$ cat src/rtl/xlate_pkg.sv
package xlate_pkg;
  typedef enum logic [1:0] {
    MAP_ALL   = 2'd0,
    MAP_LOW   = 2'd1,
    MAP_WIN_A = 2'd2,
    MAP_WIN_B = 2'd3
  } map_sel_e;
endpackage

$ cat src/rtl/xlate_bank_base.sv
module xlate_bank_base #(
  parameter int OFF_W        = 17,
  parameter int BANK_W       = 8,
  parameter int ADDR_W       = 21,
  parameter int FINE_SHIFT   = 12,
  parameter int COARSE_SHIFT = 14
) (
  input  logic [OFF_W-1:0]  off,
  input  logic              dual,
  input  logic              coarse,
  input  logic [BANK_W-1:0] bank_lo,
  input  logic [BANK_W-1:0] bank_hi,
  output logic [ADDR_W-1:0] base
);
  localparam int HALF_BIT = OFF_W - 2;
  localparam int WIDE_W   = BANK_W + COARSE_SHIFT;

  logic              upper_half;
  logic [BANK_W-1:0] bank_pick;
  logic [WIDE_W-1:0] wide_base;

  // bank 1 region: top bit clear, half bit set
  always_comb begin
    upper_half = dual && !off[OFF_W-1] && off[HALF_BIT];
    bank_pick  = upper_half ? bank_hi : bank_lo;
    if (coarse)
      wide_base = WIDE_W'(bank_pick) << COARSE_SHIFT;
    else
      wide_base = WIDE_W'(bank_pick) << FINE_SHIFT;
  end

  generate
    if (WIDE_W >= ADDR_W) begin : g_trunc
      assign base = wide_base[ADDR_W-1:0];
    end else begin : g_ext
      assign base = ADDR_W'(wide_base);
    end
  endgenerate
endmodule

$ cat src/rtl/xlate_window.sv
module xlate_window
  import xlate_pkg::*;
#(
  parameter int OFF_W = 17
) (
  input  logic [OFF_W-1:0] off,
  input  logic             write,
  input  logic             dual,
  input  logic             packed_mode,
  input  logic [1:0]       map_sel,
  output logic [OFF_W-1:0] eff_off,
  output logic             outside
);
  localparam int HALF_BIT = OFF_W - 2;
  localparam logic [OFF_W-1:0] HALF_MASK = OFF_W'((1 << HALF_BIT) - 1);
  localparam logic [OFF_W-1:0] FULL_MASK = OFF_W'((1 << (OFF_W - 1)) - 1);

  logic [OFF_W-1:0] wide_mask;
  logic [1:0]       top_bits;
  logic             miss;

  always_comb begin
    wide_mask = dual ? HALF_MASK : FULL_MASK;
    top_bits  = off[OFF_W-1:HALF_BIT];
    eff_off   = off;
    miss      = 1'b0;
    if (packed_mode) begin
      eff_off = off & wide_mask;
    end else begin
      unique case (map_sel_e'(map_sel))
        MAP_ALL:   eff_off = off;
        MAP_LOW: begin
          miss    = off[OFF_W-1];
          eff_off = off & wide_mask;
        end
        MAP_WIN_A: begin
          miss    = (top_bits != 2'b10);
          eff_off = off & HALF_MASK;
        end
        MAP_WIN_B: begin
          miss    = (top_bits != 2'b11);
          eff_off = off & HALF_MASK;
        end
        default:   eff_off = off;
      endcase
    end
    outside = write && miss;
  end
endmodule

$ cat src/rtl/xlate_adder.sv
module xlate_adder #(
  parameter int OFF_W  = 17,
  parameter int ADDR_W = 21
) (
  input  logic [OFF_W-1:0]  eff_off,
  input  logic [ADDR_W-1:0] base,
  output logic [ADDR_W-1:0] sum
);
  // carry out of ADDR_W bits is discarded: wrap at memory size
  always_comb sum = ADDR_W'(eff_off) + base;
endmodule

$ cat src/rtl/aperture_xlate.sv
module aperture_xlate #(
  parameter int OFF_W        = 17,
  parameter int BANK_W       = 8,
  parameter int ADDR_W       = 21,
  parameter int FINE_SHIFT   = 12,
  parameter int COARSE_SHIFT = 14
) (
  input  logic              clk,
  input  logic              rst_n,
  input  logic              acc_valid,
  input  logic              acc_write,
  input  logic [OFF_W-1:0]  host_off,
  input  logic              ext_lock,
  input  logic              mode_dual,
  input  logic              mode_coarse,
  input  logic              mode_packed,
  input  logic [BANK_W-1:0] bank_lo,
  input  logic [BANK_W-1:0] bank_hi,
  input  logic [1:0]        map_sel,
  output logic              res_valid,
  output logic [ADDR_W-1:0] res_addr,
  output logic              res_drop,
  output logic              res_bypass
);
  logic [1:0]        rst_pipe;
  logic              rst_q;
  logic [ADDR_W-1:0] base;
  logic [OFF_W-1:0]  eff_off;
  logic              outside;
  logic [ADDR_W-1:0] sum;
  logic [ADDR_W-1:0] addr_d;
  logic              drop_d;
  logic              bypass_d;

  // asynchronous assert, synchronous release
  always_ff @(posedge clk or negedge rst_n) begin
    if (!rst_n) rst_pipe <= 2'b00;
    else        rst_pipe <= {rst_pipe[0], 1'b1};
  end
  assign rst_q = rst_pipe[1];

  xlate_bank_base #(
    .OFF_W(OFF_W), .BANK_W(BANK_W), .ADDR_W(ADDR_W),
    .FINE_SHIFT(FINE_SHIFT), .COARSE_SHIFT(COARSE_SHIFT)
  ) u_base (
    .off(host_off), .dual(mode_dual), .coarse(mode_coarse),
    .bank_lo(bank_lo), .bank_hi(bank_hi), .base(base)
  );

  xlate_window #(.OFF_W(OFF_W)) u_win (
    .off(host_off), .write(acc_write), .dual(mode_dual),
    .packed_mode(mode_packed), .map_sel(map_sel),
    .eff_off(eff_off), .outside(outside)
  );

  xlate_adder #(.OFF_W(OFF_W), .ADDR_W(ADDR_W)) u_add (
    .eff_off(eff_off), .base(base), .sum(sum)
  );

  // next-state
  always_comb begin
    if (ext_lock) begin
      addr_d   = ADDR_W'(host_off);
      drop_d   = 1'b0;
      bypass_d = 1'b1;
    end else begin
      addr_d   = sum;
      drop_d   = outside;
      bypass_d = 1'b0;
    end
  end

  // registers, enabled by the strobe
  always_ff @(posedge clk or negedge rst_q) begin
    if (!rst_q) begin
      res_valid  <= 1'b0;
      res_addr   <= '0;
      res_drop   <= 1'b0;
      res_bypass <= 1'b0;
    end else begin
      res_valid <= acc_valid;
      if (acc_valid) begin
        res_addr   <= addr_d;
        res_drop   <= drop_d;
        res_bypass <= bypass_d;
      end
    end
  end


  valid_follow_chk: assert property (@(posedge clk) disable iff (!rst_q)
    acc_valid |=> res_valid);

  valid_idle_chk: assert property (@(posedge clk) disable iff (!rst_q)
    !acc_valid |=> (!res_valid && $stable(res_addr) && $stable(res_drop)));

  lock_bypass_chk: assert property (@(posedge clk) disable iff (!rst_q)
    (acc_valid && ext_lock) |=>
      (res_bypass && !res_drop && res_addr == ADDR_W'($past(host_off))));

  read_keep_chk: assert property (@(posedge clk) disable iff (!rst_q)
    (acc_valid && !acc_write) |=> !res_drop);

  packed_keep_chk: assert property (@(posedge clk) disable iff (!rst_q)
    (acc_valid && mode_packed) |=> !res_drop);

  unlock_chk: assert property (@(posedge clk) disable iff (!rst_q)
    (acc_valid && !ext_lock) |=> !res_bypass);
endmodule

$ cat config.mk
export PLATFORM = sky130hd
export DESIGN_NAME = aperture_xlate
export DESIGN_NICKNAME = d
export VERILOG_FILES = /design/src/rtl/xlate_pkg.sv /design/src/rtl/xlate_bank_base.sv /design/src/rtl/xlate_window.sv /design/src/rtl/xlate_adder.sv /design/src/rtl/aperture_xlate.sv
export SDC_FILE = /design/constraint.sdc
export NUM_CORES = 1
export LEC_CHECK = 0
export CELL_PAD_IN_SITES_DETAIL_PLACEMENT = 0
export CELL_PAD_IN_SITES_GLOBAL_PLACEMENT = 1
export CORE_ASPECT_RATIO = 1.1
export CORE_MARGIN = 4
export CORE_UTILIZATION = 45
export CTS_BUF_LIST = sky130_fd_sc_hd__clkbuf_16
export CTS_CLUSTER_SIZE = 28
export DETAILED_ROUTE_END_ITERATION = 6
export DONT_BUFFER_PORTS = 1
export PLACE_DENSITY = 0.75
export SLEW_MARGIN = 20
export SYNTH_ARGS = -nofsm -noshare
export SYNTH_HDL_FRONTEND = slang
export SYNTH_SLANG_ARGS = --single-unit
$ cat constraint.sdc
create_clock -name clk -period 1.95 [get_ports clk]
set_input_delay 0.39 -clock clk [delete_from_list [all_inputs] [get_ports clk]]
set_output_delay 0.39 -clock clk [all_outputs]
set_load 0.1 [all_outputs]
==> results.toml, run 1 <==
[outcome]
status = "finished, violations left"
violations = "negative setup slack"

[final_layout]
fillers = 265
diodes = 0
fin_cells = 187
final_core_utilization = 0.578
drive_above_1_share = 0.386
fin_nets = 204
area_growth_pct = 21.0
final_area_um2 = 1810

[yosys]
yosysMostFrequentCell = "dfrtp_1"
seq_area_frac_synth = 0.436
synthTopCellsByCount = "dfrtp_1, mux2_2, a21oi_1, nor2_1"
synth_fp_nets = 182
async_flop_share = 1.00
yosysWarnings = 0
synth-edff-count = 0
synth.distinct_cells = 34
syn_avg_cell_area_um2 = 11.2
yosys.area.top_type = "dfrtp_1"
synth.top_cell.area_share = 0.436
synthesis.area_um2 = 1490
ys_ff_latch = 26
dominantRegCellSynth = "dfrtp_1"
synth_cells = 133
synth_area_leaders = "dfrtp_1, mux2_2, a21oi_1"

[hold_path]
hold_start = "acc_valid"
hp-class = "input pin to register"
hold_depth = 0
holdPathEnd = "res_valid"

[die]
core_area_um2 = 3130
die_w_um = 62.9
rows = 21
start_util = 0.477
io_pins = 67
dieArea_um2 = 4300
die_y_um = 68.4

[place]
place_ws_ns = -0.592
place.gp.congestion = 0.765
place_inst = 177
place.port_buffers = 0
hpwl_mm = 2.53
dpl-instance-area_um2 = 1630

[sta]
whs_ns = 0.163
max_clock_freq_mhz = 432
worst_pin_slew_ns = 0.922
layout_setup_ws_ns = -0.366
slew_viol_final = 0
period_share = 1.19
skew_ns = 0.00214
rsz0062_at_grt = "true"
finalSetupViolCount = 7
hold_viol_final = 0
fin_tns_setup_ns = -1.90
period_minus_slack_ns = 2.32
slew-limit-headroom = 0.385

[flow_run]
max_cap_viol_count = 0

[clocking]
clock_sinks = 26
clk_pin_slew_worst_paths_ns = 0.06
cts_tree = "done"
clock-root-buffer = "clkbuf_16"
clk_path_buf_depth = 2
cts_buffers = 3
clock_latency_ns = 0.25
cts.htree.levels = 1

[grt]
grt_first_pass_wirelength_mm = 5.09
globalRouteOverflowTotal = 0
met1_usage = 0.169
antenna_found_initial = 0
grt_use_met2 = 0.289
grtUsageTotal = 0.151
met3_usage = 0.0263
grt_pass1_vias = 1088
grt_max_degree = 31
grt-busiest-layer = "met2"

[power]
irDropWorstVdd_mv = 0.419
p_leak_nw = 0.806
fin_total_pwr_mw = 1.73
p_per_area_nw_per_um2 = 959

[critical_path]
r2r_end = "res_bypass"
cp_max_fo = 6
critPathArrivalTime_ns = 2.45
start_kind = "input pin"
crit_type = "input pin to register"
slowest_delay_ns = 0.31
reg2reg_depth = 1
worstReg2RegStart = "res_bypass"
cp-end-kind = "register"
worst_path_max_delay_cell = "ha_1"
crit_chain = "nand3b_1 > buf_6 > mux2_2 > nor2_1 > a21oi_1 > ha_1 > o21a_1 > o31a_1 > o2111ai_2 > xor2_1 > o22ai_1"
reg2reg_slack_ns = 0.63
cp.required_ns = 2.08

[detailed_routing]
finalWirelength_mm = 3.22
via_per_inst = 5.86
dr.pass1.iters = 4
wl_per_cell_um = 17.2
ant_nets = 0
vias = 1095
drt-initial-drc-count = 53
drc = 0
-- power by group --
part / internal, mW / switching (mW)
registers: 0.589 / 0.239
clock network: 0.271 / 0.157
logic: 0.170 / 0.308
total: 1.03 / 0.703
-- cell usage in the layout, fill, tap and decap left out, types with 3 or more instances in the layout --
cell type,Yosys,final
a21oi_1,13,12
buf_4,1,21
clkbuf_16,0,3
dfrtp_1,26,26
ha_1,5,3
inv_1,7,6
mux2_2,16,15
mux2i_1,6,6
nor2_1,10,9
o21ai_0,7,4
o22ai_1,4,4
xor2_1,4,4
-- area by class of cell --
class	instances	area (um^2)	area share
multi-input combinational	94	833	0.461
sequential	26	651	0.360
timing repair buffer	23	179	0.0990
clock buffer	3	75.1	0.0416
tap	34	42.5	0.0235
inverter	7	26.3	0.0145
-- sequential cells by signal, indices dropped and copies added, names as in the netlist --
| register | cells |
|---|---|
| res_addr | 21 |
| res_bypass | 1 |
| res_drop | 1 |
| res_valid | 1 |
| rst_pipe | 2 |
-- layer usage --
metal  wire length, um  part of all wire  vias to the layer above
met5                 0                 0                        -
met4                45             0.014                        0
met3               217             0.067                        4
met2              1730              0.54                       49
met1              1230              0.38                      524
li1                  -                 -                      518
-- how the worst max path moves through the flow --
stage | start | end | cells after the start
after floorplan | host_off[16] | res_addr[20] | 11
after global placement | host_off[16] | res_addr[20] | 11
after detailed placement | host_off[16] | res_addr[20] | 9
after CTS | host_off[16] | res_addr[20] | 9
after global routing | host_off[16] | res_addr[18] | 10
final | host_off[16] | res_addr[20] | 11
-- timing repair --
action	CTS	global route
pin swaps	0	6
hold buffers	1	0
cloned	0	0
endpoints found under the setup margin	6	7
endpoints found under the hold margin	2	0
buffers inserted	0	6
gates resized for setup	0	12
-- cells by family after synthesis --
logic type / count (synthesis) / share of synthesized area
AO/OA/AOI/OAI: 32 / 0.128
flip-flops: 26 / 0.436
AND/OR/NAND/NOR: 26 / 0.0931
multiplexers: 25 / 0.211
buffers and inverters: 13 / 0.0503
adder cells (fa/ha/maj): 6 / 0.0553
XOR/XNOR: 4 / 0.0235
other: 1 / 0.00251
-- critical path: cells and delay by family --
family,cells,cell delay (ns)
AO/OA/AOI/OAI,5,0.68
XOR/XNOR,1,0.20
adder cells (fa/ha/maj),1,0.31
buffers and inverters,1,0.22
multiplexers,1,0.26
AND/OR/NAND/NOR,2,0.38
No activity file was read; power rests on OpenSTA's default activity.
==> inputs of run 2 (changes only) <==
--- a/config.mk
+++ b/config.mk
@@ -14,7 +14,7 @@
 export CTS_CLUSTER_SIZE = 28
 export DETAILED_ROUTE_END_ITERATION = 6
 export DONT_BUFFER_PORTS = 1
-export PLACE_DENSITY = 0.75
+export PLACE_DENSITY = 0.82
 export SLEW_MARGIN = 20
 export SYNTH_ARGS = -nofsm -noshare
 export SYNTH_HDL_FRONTEND = slang
==> run 2 against run 1 <==
Effect of this change:
- first-iteration DRC count up 1.9%
- largest power group unchanged
- the flow still finishes with violations (negative setup slack)
- worst setup slack better by 0.053 ns
- global-route usage about the same
- sequential power increased by 1%
- critical endpoint unchanged
==> results.toml, run 2 (synthesis gave the netlist of run 1 again) <==
[sta]
max_clock_freq_mhz = 442
period_minus_slack_ns = 2.26
hold_viol_final = 0
rsz0062_at_grt = "true"
slew_viol_final = 0
skew_ns = 0.00196
layout_setup_ws_ns = -0.313
period_share = 1.16
worst_pin_slew_ns = 0.903
slew-limit-headroom = 0.398
finalSetupViolCount = 7

[die]
dieArea_um2 = 4300
io_pins = 67
core_area_um2 = 3130
start_util = 0.477
rows = 21
die_w_um = 62.9
die_y_um = 68.4

[critical_path]
critPathArrivalTime_ns = 2.40
worst_path_max_delay_cell = "mux2_2"
cp_max_fo = 5
start_kind = "input pin"
crit_chain = "nand3b_1 > buf_6 > mux2_2 > nor2_1 > a21oi_1 > ha_1 > and2b_2 > o31a_1 > o2111ai_2 > xor2_1 > o22ai_1"
crit_type = "input pin to register"
cp.required_ns = 2.09
cp-end-kind = "register"
slowest_delay_ns = 0.33

[detailed_routing]
drc = 0
dr.pass1.iters = 4
finalWirelength_mm = 3.20
wl_per_cell_um = 16.9
ant_nets = 0
drt-initial-drc-count = 54
via_per_inst = 5.80
vias = 1096

[power]
fin_total_pwr_mw = 1.76
p_per_area_nw_per_um2 = 959
p_leak_nw = 0.795
irDropWorstVdd_mv = 0.352

[grt]
grtUsageTotal = 0.151
antenna_found_initial = 0
globalRouteOverflowTotal = 0
grt_first_pass_wirelength_mm = 5.13
grt_pass1_vias = 1155
grt_max_degree = 31

[final_layout]
top_register = "res_addr"
layout_commonest_cell = "dfrtp_1"
largest_register_ffs = 21
area_growth_pct = 23.1
diodes = 0
fin_nets = 205
final_cell_mix = "dfrtp_1, buf_4, mux2_2"
drive_above_1_share = 0.419
reg_top3 = "res_addr: 21 flops, rst_pipe: 2 flops"

[clocking]
cts_buffers = 3
clk_pin_slew_worst_paths_ns = 0.06
clock-root-buffer = "clkbuf_16"
clk_path_buf_depth = 2
clock_sinks = 26
clock_latency_ns = 0.25
cts_tree = "done"
cts.htree.levels = 1

[hold_path]
hp-class = "input pin to register"

[place]
place_ws_ns = -0.630
place.gp.congestion = 0.800
place.port_buffers = 0
hpwl_mm = 2.51

[outcome]
status = "finished, violations left"
violations = "negative setup slack"

[flow_run]
max_cap_viol_count = 0
## run 2: final timing paths
kind / end / cells past startpoint / slack, ns / start
setup / recovery: res_addr[20] / 11 / -0.31 / host_off[16]
hold / removal: res_valid / 0 / 0.17 / acc_valid
setup reg to reg: res_addr[1] / 1 / 0.66 / res_addr[1]
hold reg to reg: rst_pipe[1] / 0 / 0.36 / rst_pipe[0]
max in group asynchronous: res_addr[2] / 0 / 1.02 / rst_pipe[1]
min in group asynchronous: rst_pipe[0] / 1 / 0.36 / rst_n
## run 2: metal layers
metal / global-route usage / share of wire
met5: 0 / 0
met4: 0.0579 / 0.018
met3: 0.0443 / 0.092
met2: 0.286 / 0.51
met1: 0.160 / 0.38
## run 2: repair_timing
action	4_1_cts	5_1_grt
cloned	0	0
buffers inserted	0	7
pin swaps	1	9
hold endpoints to repair	2	0
resized for setup	1	18
setup endpoints to repair	6	8
hold buffers	1	0
## run 2: cell type report
cell class / count / area, um^2
repair buffers: 24 / 194
clock buffers: 3 / 75.1
inverters: 7 / 26.3
flip-flops and latches: 26 / 651
fillers: 266 / 1290
well taps: 34 / 42.5
clock inverters: 1 / 3.75
multi-input cells: 94 / 845
## run 2: critical path, delay by kind of cell
| kind | cells | cell delay [ns] |
|---|---|---|
| AO/OA/AOI/OAI | 4 | 0.62 |
| AND/OR/NAND/NOR | 3 | 0.41 |
| multiplexers | 1 | 0.33 |
| adder cells (fa/ha/maj) | 1 | 0.31 |
| XOR/XNOR | 1 | 0.20 |
| buffers and inverters | 1 | 0.14 |
## run 2: per-stage QoR
stage | hold WS [ns] | setup TNS [ns] | instances | cell area, um^2 | util
finish | 0.166 | -1.40 | 189 | 1840 | 0.587
global route | 0.152 | -2.08 | 189 | 1840 | 0.587
CTS | 0.158 | -1.80 | 182 | 1730 | 0.553
detailed placement | 0.0945 | -3.93 | 177 | 1630 | 0.520
global placement | 0.0945 | -3.39 | 177 | 1630 | 0.520
floorplan | 0.0944 | -1.84 | 133 | 1510 | -
## run 2: power breakdown
part	total [mW]	switching, mW	internal (mW)	leakage, nW
registers	0.836	0.247	0.589	0.309
logic	0.484	0.306	0.178	0.447
clock network	0.442	0.169	0.274	0.0385
